## src/rtl/ep_rdy_pkg.sv

```systemverilog
package ep_rdy_pkg;

  // EP0 OUT readiness is reported only for these three causes
  function automatic logic ep0_rx_qualified(input logic cont_rx,
                                            input logic cnt_full,
                                            input logic short_pkt);
    return cont_rx | cnt_full | short_pkt;
  endfunction

  // Clear decision for one endpoint that is selected
  function automatic logic clear_hit(input logic dir_in, input logic dma,
                                     input logic cont_tx, input logic bclr,
                                     input logic ival, input logic rd_empty,
                                     input logic wr_mps, input logic wr_bufsz);
    logic wr_amount;
    wr_amount = cont_tx ? wr_bufsz : wr_mps;
    if (dir_in) return ival | wr_amount;
    if (dma)    return bclr;
    return bclr | rd_empty;
  endfunction

endpackage

```

## src/rtl/ep_rdy_set.sv

```systemverilog
module ep_rdy_set #(
  parameter int NUM_EP    = 6,
  parameter int CNT_W     = 8,
  parameter int EP0_FULL  = 255
) (
  input  logic              clk,
  input  logic              rst_n,
  input  logic [NUM_EP-1:0] ep_dir_in,
  input  logic [NUM_EP-1:1] ep_dma,
  input  logic              ep0_ctl_wr,
  input  logic              ep0_cont_rx,
  input  logic [CNT_W-1:0]  ep0_rx_cnt,
  input  logic              ep0_rx_short,
  input  logic              ep0_out_rdy,
  input  logic              ep0_in_rdy,
  input  logic [NUM_EP-1:1] ep_buf_rdy,
  input  logic [NUM_EP-1:1] ep_cfg_in,
  input  logic [NUM_EP-1:1] ep_short_rx,
  input  logic [NUM_EP-1:1] ep_dma_done,
  output logic [NUM_EP-1:0] set_vec
);
  import ep_rdy_pkg::*;

  logic              ep0_cnt_full;
  logic [NUM_EP-1:1] short_pend;

  assign ep0_cnt_full = (ep0_rx_cnt == CNT_W'(EP0_FULL));
  assign set_vec[0]   = ep0_out_rdy & ep0_ctl_wr &
                        ep0_rx_qualified(ep0_cont_rx, ep0_cnt_full, ep0_rx_short);

  for (genvar i = 1; i < NUM_EP; i++) begin : g_ep
    logic dma_set, cpu_set;
    assign cpu_set = ep_buf_rdy[i] | ep_cfg_in[i];
    assign dma_set = ~ep_dir_in[i] & ep_dma_done[i] & (short_pend[i] | ep_short_rx[i]);
    assign set_vec[i] = ep_dma[i] ? dma_set : cpu_set;

    always_ff @(posedge clk or negedge rst_n) begin
      if (!rst_n)              short_pend[i] <= 1'b0;
      else if (ep_dma_done[i]) short_pend[i] <= 1'b0;
      else if (ep_short_rx[i]) short_pend[i] <= 1'b1;
    end

    p_dma_in_no_set_r6: assert property (@(posedge clk) disable iff (!rst_n)
      (ep_dma[i] && ep_dir_in[i]) |-> !set_vec[i]);
    p_dma_needs_done_r5: assert property (@(posedge clk) disable iff (!rst_n)
      (ep_dma[i] && set_vec[i]) |-> ep_dma_done[i]);
  end

  p_ep0_in_ignored_r3: assert property (@(posedge clk) disable iff (!rst_n)
    (ep0_in_rdy && !ep0_out_rdy) |-> !set_vec[0]);
  p_ep0_gate_r2: assert property (@(posedge clk) disable iff (!rst_n)
    set_vec[0] |-> (ep0_ctl_wr && ep0_out_rdy));

endmodule

```

## src/rtl/ep_rdy_clr.sv

```systemverilog
module ep_rdy_clr #(
  parameter int NUM_EP = 6,
  parameter int SEL_W  = 3
) (
  input  logic              clk,
  input  logic              rst_n,
  input  logic [NUM_EP-1:0] ep_dir_in,
  input  logic [NUM_EP-1:1] ep_dma,
  input  logic [NUM_EP-1:0] ep_cont_tx,
  input  logic [SEL_W-1:0]  fifo_sel,
  input  logic              cmd_bclr,
  input  logic              cmd_ival,
  input  logic              buf_rd_empty,
  input  logic              buf_wr_mps,
  input  logic              buf_wr_bufsz,
  output logic [NUM_EP-1:0] clr_vec
);
  import ep_rdy_pkg::*;

  for (genvar i = 0; i < NUM_EP; i++) begin : g_ep
    logic picked, dma_mode;
    assign picked = (fifo_sel == SEL_W'(i));
    if (i == 0) begin : g_ctl
      assign dma_mode = 1'b0;
    end else begin : g_data
      assign dma_mode = ep_dma[i];
    end
    assign clr_vec[i] = picked & clear_hit(ep_dir_in[i], dma_mode, ep_cont_tx[i],
                                           cmd_bclr, cmd_ival, buf_rd_empty,
                                           buf_wr_mps, buf_wr_bufsz);

    p_clr_only_sel_r9: assert property (@(posedge clk) disable iff (!rst_n)
      clr_vec[i] |-> (fifo_sel == SEL_W'(i)));
    p_dma_out_bclr_r7: assert property (@(posedge clk) disable iff (!rst_n)
      (clr_vec[i] && dma_mode && !ep_dir_in[i]) |-> cmd_bclr);
  end

endmodule

```

## src/rtl/ep_rdy_flags.sv

```systemverilog
module ep_rdy_flags #(
  parameter int NUM_EP   = 6,
  parameter int STAT_W   = 16,
  parameter int CNT_W    = 8,
  parameter int EP0_FULL = 255,
  localparam int SEL_W   = $clog2(NUM_EP),
  localparam int RSV_W   = STAT_W - NUM_EP
) (
  input  logic              clk,
  input  logic              rst_n,
  input  logic [NUM_EP-1:0] ep_dir_in,
  input  logic [NUM_EP-1:1] ep_dma,
  input  logic [NUM_EP-1:0] ep_cont_tx,
  input  logic              ep0_ctl_wr,
  input  logic              ep0_cont_rx,
  input  logic [CNT_W-1:0]  ep0_rx_cnt,
  input  logic              ep0_rx_short,
  input  logic              ep0_out_rdy,
  input  logic              ep0_in_rdy,
  input  logic [NUM_EP-1:1] ep_buf_rdy,
  input  logic [NUM_EP-1:1] ep_cfg_in,
  input  logic [NUM_EP-1:1] ep_short_rx,
  input  logic [NUM_EP-1:1] ep_dma_done,
  input  logic [SEL_W-1:0]  fifo_sel,
  input  logic              cmd_bclr,
  input  logic              cmd_ival,
  input  logic              buf_rd_empty,
  input  logic              buf_wr_mps,
  input  logic              buf_wr_bufsz,
  input  logic              reg_wr,
  input  logic [STAT_W-1:0] reg_wdata,
  input  logic [NUM_EP-1:0] irq_en,
  output logic [STAT_W-1:0] status,
  output logic              irq
);

  logic [NUM_EP-1:0] set_vec;
  logic [NUM_EP-1:0] clr_vec;
  logic [NUM_EP-1:0] flags;

  ep_rdy_set #(.NUM_EP(NUM_EP), .CNT_W(CNT_W), .EP0_FULL(EP0_FULL)) u_set (
    .clk(clk), .rst_n(rst_n), .ep_dir_in(ep_dir_in), .ep_dma(ep_dma),
    .ep0_ctl_wr(ep0_ctl_wr), .ep0_cont_rx(ep0_cont_rx), .ep0_rx_cnt(ep0_rx_cnt),
    .ep0_rx_short(ep0_rx_short), .ep0_out_rdy(ep0_out_rdy), .ep0_in_rdy(ep0_in_rdy),
    .ep_buf_rdy(ep_buf_rdy), .ep_cfg_in(ep_cfg_in), .ep_short_rx(ep_short_rx),
    .ep_dma_done(ep_dma_done), .set_vec(set_vec)
  );

  ep_rdy_clr #(.NUM_EP(NUM_EP), .SEL_W(SEL_W)) u_clr (
    .clk(clk), .rst_n(rst_n), .ep_dir_in(ep_dir_in), .ep_dma(ep_dma),
    .ep_cont_tx(ep_cont_tx), .fifo_sel(fifo_sel), .cmd_bclr(cmd_bclr),
    .cmd_ival(cmd_ival), .buf_rd_empty(buf_rd_empty), .buf_wr_mps(buf_wr_mps),
    .buf_wr_bufsz(buf_wr_bufsz), .clr_vec(clr_vec)
  );

  // Set has priority over clear
  always_ff @(posedge clk or negedge rst_n) begin
    if (!rst_n) flags <= '0;
    else        flags <= set_vec | (flags & ~clr_vec);
  end

  assign status = {{RSV_W{1'b0}}, flags};
  assign irq    = |(flags & irq_en);

  for (genvar i = 0; i < NUM_EP; i++) begin : g_chk
    p_set_wins_r9: assert property (@(posedge clk) disable iff (!rst_n)
      set_vec[i] |=> flags[i]);
    p_fall_needs_clr_r7: assert property (@(posedge clk) disable iff (!rst_n)
      $fell(flags[i]) |-> $past(clr_vec[i]));
  end

  p_irq_needs_flag_r10: assert property (@(posedge clk) disable iff (!rst_n)
    irq |-> (|flags));
  p_wr_no_effect_r11: assert property (@(posedge clk) disable iff (!rst_n)
    (reg_wr && (reg_wdata != '0) && !(|set_vec) && !(|clr_vec)) |=> $stable(flags));

endmodule

```

## config.mk

```make
export PLATFORM = sky130hd
export DESIGN_NAME = ep_rdy_flags
export DESIGN_NICKNAME = d
export VERILOG_FILES = /design/src/rtl/ep_rdy_pkg.sv /design/src/rtl/ep_rdy_set.sv /design/src/rtl/ep_rdy_clr.sv /design/src/rtl/ep_rdy_flags.sv
export SDC_FILE = /design/constraint.sdc
export NUM_CORES = 1
export LEC_CHECK = 0
export BUFFER_PORTS_ARGS = -buffer_cell sky130_fd_sc_hd__buf_2
export CAP_MARGIN = 20
export CORE_MARGIN = 2
export CORE_UTILIZATION = 33
export CTS_CLUSTER_SIZE = 16
export DETAILED_ROUTE_END_ITERATION = 16
export GPL_ROUTABILITY_DRIVEN = 0
export MAX_ROUTING_LAYER = met4
export PLACE_DENSITY = 0.79
export SLEW_MARGIN = 30
export SYNTH_ARGS = -nofsm -noshare
export SYNTH_HDL_FRONTEND = slang
export SYNTH_HIERARCHICAL = 1
export SYNTH_SLANG_ARGS = --single-unit
export TNS_END_PERCENT = 100
```

## constraint.sdc

```tcl
create_clock -name clk -period 1.19 [get_ports clk]
set_input_delay 0.1785 -clock clk [delete_from_list [all_inputs] [get_ports clk]]
set_output_delay 0.1785 -clock clk [all_outputs]
set_load 0.03 [all_outputs]
```

**Word-level counts from Yosys, hierarchy flattened**

Cells that the tools add are included.

- Output and inout bits: 17
- Register bits after elaboration: 11
- Word-level logic and storage cells: 126

- Reduce and logical (&&, ||, !) cells: 7
- Bitwise operators: 46
- Mux-type cells: 61
- Equal/unequal tests: 6

Operators by type and width:

| cell | number |
|---|---|
| two-way mux 1 bit | 61 |
| bitwise OR 1 bit | 19 |
| bitwise AND 1 bit | 18 |
| bitwise AND 6 bit | 2 |
| nonzero test 2 bit | 5 |
| equality test 8 bit, second input constant | 1 |
| equality test 3 x 2 -> 1 bit, second input constant | 2 |
| equality test 3 bit, second input constant | 2 |
| NOT 6 bit | 1 |
| bitwise OR 6 bit | 1 |
| OR reduction 6 bit | 1 |
| NOT 1 bit | 5 |
| equality test 3 x 1 -> 1 bit, second input constant | 1 |
| logical NOT 3 bit | 1 |

**Longest topological paths before layout**

Gate-level depths: netlist of run 1.

- Depth in word-level cells: 10
- Depth in mapped cells: 4
- Depth with buffers taken out: 4

**Cells and area by module**

Netlist of run 1, hierarchy kept.

Modules (own cells, without submodules):

| module | cells an instance | times used | area an instance (um^2) | sequential area each (um^2) |
|---|---|---|---|---|
| ep_rdy_flags | 33 | 1 | 326.6 | 150.1 |
| ep_rdy_set | 34 | 1 | 282.8 | 125.1 |
| ep_rdy_clr | 35 | 1 | 269.0 | 0.0 |

**Least setup slack after synthesis of run 1**

No wires, ideal clock.

- Path type: register to output
- Start point: register flags[2]
- End point: output irq
- Data arrival time: 960 ps
- Path slack: 51 ps
- Buffers on the path: 0
- Stages on the path, launching flop included: 3
- Path through: dfrtp_1 > a22oi_1 > nand3_1

- Longest elaborated chain between the ends: 2

RTL lines:

| element | line | RTL |
|---|---|---|
| start: declaration | ep_rdy_flags.sv:39 | `logic [NUM_EP-1:0] flags;` |
| start signal: assignment | ep_rdy_flags.sv:59 | `else flags <= set_vec \| (flags & ~clr_vec);` |
| bitwise AND 6 bit | ep_rdy_flags.sv:63 | `assign irq = \|(flags & irq_en);` |
| OR reduction 6 bit | ep_rdy_flags.sv:63 |  |
| end: declaration | ep_rdy_flags.sv:34 | `output logic irq` |

No other way between the ends.

**Final worst setup path of run 1**

- Start point: register flags[3]
- End point: output irq

The elaborated chain is that of the path after synthesis.

==> flow_metrics.py, run 1 <==
metrics = {
    "status": {
        "outcome": "finished with violations",
        "violations": "setup timing",
    },
    "worst_hold_path": {
        "hp-class": "input port to register",
        "hp-start": "ep_dma_done[3]",
    },
    "yosys": {
        "netlist_instances": 102,
        "ys_ff_latch": 11,
        "syn_area_per_cell_um2": 8.61,
        "syn-cell-area_um2": 878,
        "seq_area_frac_synth_pct": 31.3,
        "synthTopCellsByArea": "dfrtp_1 31%, buf_4 8.5%, or3b_1 8.0%, mux2i_1 6.8%, nor2_1 6.8%",
        "ys_types": 22,
        "ys.flop_type": "dfrtp_1",
        "synth-edff-count": 0,
        "synth_top_area_cell": "dfrtp_1",
        "netlist.area_leader.share_pct": 31.3,
        "yosysWarningCount": 6,
        "netlist_top_cells_count": "16 x nor2_1, 11 x dfrtp_1, 10 x buf_4, 8 x or3b_1, 7 x inv_1",
        "yosysMostFrequentCell": "nor2_1",
        "async_flop_share_pct": 100,
    },
    "flow_run": {
        "maxCapViolCount": 0,
    },
    "setup_path": {
        "path_depth": 3,
        "rr_startpoint": "u_set/short_pend[3]",
        "endpoint_kind": "output pin",
        "rr_endpoint": "flags[3]",
        "crit_type": "register to output pin",
        "ff2ff_path_depth": 4,
        "required_ns": 1.01,
        "crit_family": "flip-flops",
        "cp-startpoint": "flags[3]",
        "critPathMaxStageDelay_ns": 0.40,
        "critical_path_arrival_ns": 1.16,
        "crit_end": "irq",
        "cp.buffers_inverters": 1,
        "cp_cell_sequence": "a22oi_2 -> nand3_1 -> buf_6",
        "reg2reg_slack_ns": 0.17,
        "critPathMaxFanout": 2,
        "slowest_stage": "dfrtp_1",
        "setup.worst_path.start_class": "register",
    },
    "floorplan": {
        "rows": 18,
        "die_height_um": 55.6,
        "die_x_um": 55.6,
        "start_util_pct": 35.1,
        "die_area_um2": 3090,
        "pin_count": 100,
        "core_area_um2": 2500,
    },
    "global_route": {
        "grt_pass1_vias": 938,
        "grt_usage_pct": 16.5,
        "grt_pass1_wl_um": 3950,
        "overflow": 0,
        "antenna_found_initial": 0,
        "grt_max_degree": 12,
    },
    "clocking": {
        "cts_tree": "done",
        "clk_pin_slew_ns": 0.09,
        "htree_levels": 1,
        "root_buffer": "clkbuf_4",
        "cts_buffer_depth": 2,
        "cts_made_buffers": 3,
        "worstSkewPairLatency_ns": 0.28,
        "clock_sinks": 11,
    },
    "route": {
        "routed_wl_um": 2450,
        "viasPerCell": 4.86,
        "vias": 1011,
        "dr.pass1.iters": 4,
        "drc": 0,
        "wl_per_cell_um": 11.8,
        "drt_iter0_markers": 19,
        "ant_nets": 0,
    },
    "sta": {
        "finalHoldViolations": 0,
        "rsz0062_at_grt": "true",
        "setup_slack_ns": -0.147,
        "fmax_mhz": 748,
        "fin_skew_ns": 0.000437,
        "final-setup-viol-count": 1,
        "fin_crit_ns": 1.34,
        "report.final.slew_viol_count": 0,
        "fin_hold_ws_ns": 0.0425,
        "fin_crit_sh_pct": 112,
    },
    "placement": {
        "io_buffers": 71,
        "dp.final_hpwl_um": 1980,
        "placed_area_um2": 1230,
    },
    "layout": {
        "antennaDiodeCount": 0,
        "synthToLayoutAreaGrowth_pct": 47.2,
        "nFillCells": 277,
        "drive_gt1_share_pct": 46.1,
        "finalNetCount": 262,
        "postLayoutCellArea_um2": 1290,
    },
    "pwr": {
        "leakage_nw": 0.645,
        "p_per_area_nw_per_um2": 814,
        "vdd_drop_max_uv": 484,
    },
}
## final cells by class
type | instances | area (um2) | share of cell area (%)
inverters | 7 | 26.3 | 2.03
multi-input cells | 83 | 546 | 42.2
clock buffers | 4 | 26.3 | 2.03
repair buffers | 73 | 382 | 29.5
well taps | 30 | 37.5 | 2.90
flip-flops and latches | 11 | 275 | 21.3
## cells in the final DEF, fill, tap and decap left out, drive strengths merged, types with 2 or more instances in the layout
cell	count
buf	72
nor2	16
dfrtp	11
conb	10
or3b	8
inv	7
mux2i	6
nor3	6
a21o	6
nand2b	5
nor2b	5
a21oi	5
a221oi	5
clkbuf	4
a22oi	3
nand3b	2
nand4	2
## how the worst min path moves through the flow
stage,slack (ns),endpoint,cells after the start
2_1_floorplan,-0.12,flags[0],0
3_3_place_gp,0.07,u_set/short_pend[3],1
3_5_place_dp,0.07,u_set/short_pend[3],1
4_1_cts,0.05,u_set/short_pend[1],2
5_1_grt,0.04,u_set/short_pend[5],2
6_report,0.04,u_set/short_pend[3],2
## cells by family after synthesis
family	count (synthesis)	synth area share [%]
muxes	6	6.84
DFF	11	31.3
and+or+nand+nor	46	29.8
buffers and inverters	17	11.5
AOI/OAI and AO/OA	21	20.1
other	1	0.427
## worst register-to-register path, cell delays in order, from the launching register on
cell,delay (ns)
dfrtp_1,0.34
nor2_1,0.05
or3b_1,0.34
a21oi_1,0.15
a21o_2,0.10
## what timing repair did
| item | in CTS | in global routing |
|---|---|---|
| setup endpoints to repair | 1 | 2 |
| hold buffers | 1 | 0 |
| gates resized for setup | 3 | 3 |
| hold endpoints to repair | 11 | 0 |
| pin swaps | 1 | 1 |
| buffers inserted | 1 | 0 |
| gates cloned | 0 | 0 |
## routing by layer
metal  global-route usage, %  routed length [um]  vias up
met5                       -                   0        -
met4                    5.23                  19        0
met3                    3.95                 252        4
met2                    27.7                1110       66
met1                    19.5                1060      442
li1                        -                   -      499
## power by group
part | switching (W) | internal, W | leakage, nW
clock | 0.000154 | 0.000130 | 0.0150
sequential | 0.0000152 | 0.000399 | 0.119
combinational | 0.000195 | 0.000158 | 0.511
## metrics by stage
step	TNS, ns	utilization [%]	cells	total power, W	setup WS [ns]
final	-0.147	51.7	208	0.00105	-0.147
after global routing	-0.235	51.7	208	0.00112	-0.235
after CTS	-0.152	51.4	208	0.00104	-0.152
after detailed placement	-0.229	49.2	202	0.000764	-0.0986
after global placement	-0.201	49.2	202	0.000760	-0.0923
after floorplan	0	-	111	0.000619	0.0513
## flip-flops by register name (all words and copies together) (netlist names)
signal / flops
u_set/short_pend: 5
flags: 6
Note: power is estimated with default switching activity, not from simulation.
==> run 2, diff against run 1 <==
--- a/config.mk
+++ b/config.mk
@@ -8,15 +8,15 @@
 export BUFFER_PORTS_ARGS = -buffer_cell sky130_fd_sc_hd__buf_2
 export CAP_MARGIN = 20
 export CORE_MARGIN = 2
-export CORE_UTILIZATION = 33
+export CORE_UTILIZATION = 32
 export CTS_CLUSTER_SIZE = 16
 export DETAILED_ROUTE_END_ITERATION = 16
 export GPL_ROUTABILITY_DRIVEN = 0
 export MAX_ROUTING_LAYER = met4
-export PLACE_DENSITY = 0.79
+export PLACE_DENSITY = 0.8
+export SKIP_CTS_REPAIR_TIMING = 1
 export SLEW_MARGIN = 30
 export SYNTH_ARGS = -nofsm -noshare
 export SYNTH_HDL_FRONTEND = slang
-export SYNTH_HIERARCHICAL = 1
 export SYNTH_SLANG_ARGS = --single-unit
 export TNS_END_PERCENT = 100
==> run 2 against run 1 <==
Against the previous run: the flow still finishes with violations (setup timing); synthesized cell count decreased by 6.9%; power decreased by 3.2%; utilization down 1.5 points; count of clock-buffer cells in the layout unchanged; critical path depth stayed put; register-to-register slack barely moved; worst setup slack better by 0.016 ns; synthesized area shrank 8.5%; critical path type unchanged.
==> flow_metrics.py, run 2 <==
metrics = {
    "yosys": {
        "netlist_instances": 95,
        "async_flop_share_pct": 100,
        "seq_area_frac_synth_pct": 34.3,
        "yosysWarningCount": 0,
        "synth_top_area_cell": "dfrtp_1",
        "netlist_top_cells_count": "17 x nor2_1, 11 x dfrtp_1, 10 x buf_4, 6 x nor3_1",
        "synth-edff-count": 0,
        "netlist.area_leader.share_pct": 34.3,
        "ys_ff_latch": 11,
        "ys_types": 26,
        "syn_area_per_cell_um2": 8.46,
        "synthTopCellsByArea": "dfrtp_1 34%, buf_4 9.3%, nor2_1 7.9%, mux2i_1 5.0%, nor3_1 3.7%",
        "ys.flop_type": "dfrtp_1",
        "syn-cell-area_um2": 803,
        "yosysMostFrequentCell": "nor2_1",
    },
    "layout": {
        "postLayoutCellArea_um2": 1220,
        "finalNetCount": 255,
        "synthToLayoutAreaGrowth_pct": 51.9,
        "mostFrequentLayoutCells": "70 x buf_2, 17 x nor2_1, 11 x dfrtp_1, 10 x conb_1, 6 x nor3_1",
        "antennaDiodeCount": 0,
        "reg_top3": "flags: 6 flops, u_set.short_pend: 5 flops",
        "regMostFlops": "flags",
        "largest_register_ffs": 6,
        "nFillCells": 273,
        "mostFrequentLayoutCell": "buf_2",
        "drive_gt1_share_pct": 46.8,
    },
    "sta": {
        "fin_crit_sh_pct": 111,
        "finalHoldViolations": 0,
        "report.final.slew_viol_count": 0,
        "fin_crit_ns": 1.32,
        "final-setup-viol-count": 1,
        "setup_slack_ns": -0.132,
        "fin_skew_ns": 0.000188,
        "fmax_mhz": 757,
        "rsz0062_at_grt": "true",
    },
    "route": {
        "vias": 979,
        "dr.pass1.iters": 4,
        "wl_per_cell_um": 11.9,
        "drc": 0,
        "ant_nets": 0,
        "drt_iter0_markers": 9,
        "viasPerCell": 4.87,
        "routed_wl_um": 2390,
    },
    "pwr": {
        "vdd_drop_max_uv": 593,
        "leakage_nw": 0.602,
        "intPower_w": 0.000683,
        "p_per_area_nw_per_um2": 834,
        "p_switching_w": 0.000335,
        "seqPwrFrac_pct": 40.9,
        "power_frac_comb_pct": 33.9,
        "clkPwrFrac_pct": 25.2,
        "p_sw_share_pct": 32.9,
    },
    "setup_path": {
        "crit_type": "register to output pin",
        "slowest_stage": "dfrtp_1",
        "critical_path_arrival_ns": 1.14,
        "required_ns": 1.01,
        "critPathMaxStageDelay_ns": 0.42,
        "cp_cell_sequence": "a22oi_2 -> nand3_1 -> buf_2",
        "critPathMaxFanout": 3,
        "endpoint_kind": "output pin",
        "setup.worst_path.start_class": "register",
    },
    "floorplan": {
        "pin_count": 100,
        "rows": 18,
        "die_height_um": 54.1,
        "die_area_um2": 2930,
        "start_util_pct": 33.0,
        "die_x_um": 54.1,
        "core_area_um2": 2430,
    },
    "clocking": {
        "cts_buffer_depth": 2,
        "htree_levels": 1,
        "clk_pin_slew_ns": 0.08,
        "clock_sinks": 11,
        "cts_tree": "done",
        "root_buffer": "clkbuf_4",
        "cts_made_buffers": 3,
        "worstSkewPairLatency_ns": 0.27,
    },
    "worst_hold_path": {
        "hp-class": "input port to register",
    },
    "status": {
        "violations": "setup timing",
        "outcome": "finished with violations",
    },
    "placement": {
        "dp.final_hpwl_um": 1970,
        "dp_slack_ns": 0.0611,
        "placed_area_um2": 1150,
        "io_buffers": 71,
    },
    "global_route": {
        "antenna_found_initial": 0,
        "overflow": 0,
        "grt_max_degree": 12,
        "grt_pass1_vias": 895,
        "grt_pass1_wl_um": 3780,
        "grt_usage_pct": 18.5,
    },
    "flow_run": {
        "maxCapViolCount": 0,
    },
}
## run 2: power groups by stage
stage / Sequential, W / Combinational, W / Clock [W]
global route: 0.000420 / 0.000384 / 0.000287
detailed placement: 0.000421 / 0.000334 / 0
finish: 0.000417 / 0.000345 / 0.000257
global placement: 0.000422 / 0.000330 / 0
floorplan: 0.000449 / 0.000159 / 0
CTS: 0.000414 / 0.000334 / 0.000264
## run 2: worst paths after layout
kind / startpoint / to / slack [ns] / depth (start not counted)
hold / removal: ep_dma_done[1] / u_set.short_pend[1] / 0.06 / 2
hold reg to reg: u_set.short_pend[1] / u_set.short_pend[1] / 0.48 / 2
min in group asynchronous: rst_n / u_set.short_pend[5] / 0.31 / 2
setup / recovery: flags[5] / irq / -0.13 / 3
setup reg to reg: u_set.short_pend[2] / flags[2] / 0.17 / 4
max in group asynchronous: rst_n / flags[2] / 0.66 / 2
## run 2: logic make-up after synthesis
group / after synthesis / share of synthesized area (%)
other: 1 / 0.467
AO/OA/AOI/OAI: 22 / 18.4
buffers and inverters: 13 / 10.7
multiplexers: 6 / 7.79
AND/OR/NAND/NOR: 42 / 28.3
flip-flops: 11 / 34.3
## run 2: per-layer routing
metal	GRT usage, %	vias up	share of wire (%)
li1	-	481	-
met1	22.0	437	40
met2	31.5	59	47
met3	3.89	2	12
met4	5.00	0	0.54
met5	-	-	0
## run 2: area by class of cell
| type | count | area (um2) | area share, % |
|---|---|---|---|
| Inverter | 3 | 11.3 | 0.923 |
| Tap cell | 30 | 37.5 | 3.08 |
| Timing Repair Buffer | 73 | 379 | 31.1 |
| Multi-Input combinational cell | 80 | 490 | 40.2 |
| Sequential cell | 11 | 275 | 22.6 |
| Clock buffer | 4 | 26.3 | 2.15 |
## run 2: worst max-delay path: cells and delay by family (launching register included)
kind	cells	cell delay [ns]
buffers and inverters	1	0.19
AND/OR/NAND/NOR	1	0.09
flip-flops	1	0.42
AO/OA/AOI/OAI	1	0.18
## run 2: through the flow
stage                     instances  utilization [%]  TNS, ns  hold slack (ns)  power [W]
final                           201             50.2   -0.132           0.0566    0.00102
after CTS                       199             48.6   -0.184           -0.228    0.00101
after global placement          195             47.5        0           0.0644   0.000752
after floorplan                 104                -        0           -0.117   0.000608
after global routing            201             50.2   -0.182           0.0556    0.00109
after detailed placement        195             47.5        0           0.0654   0.000755
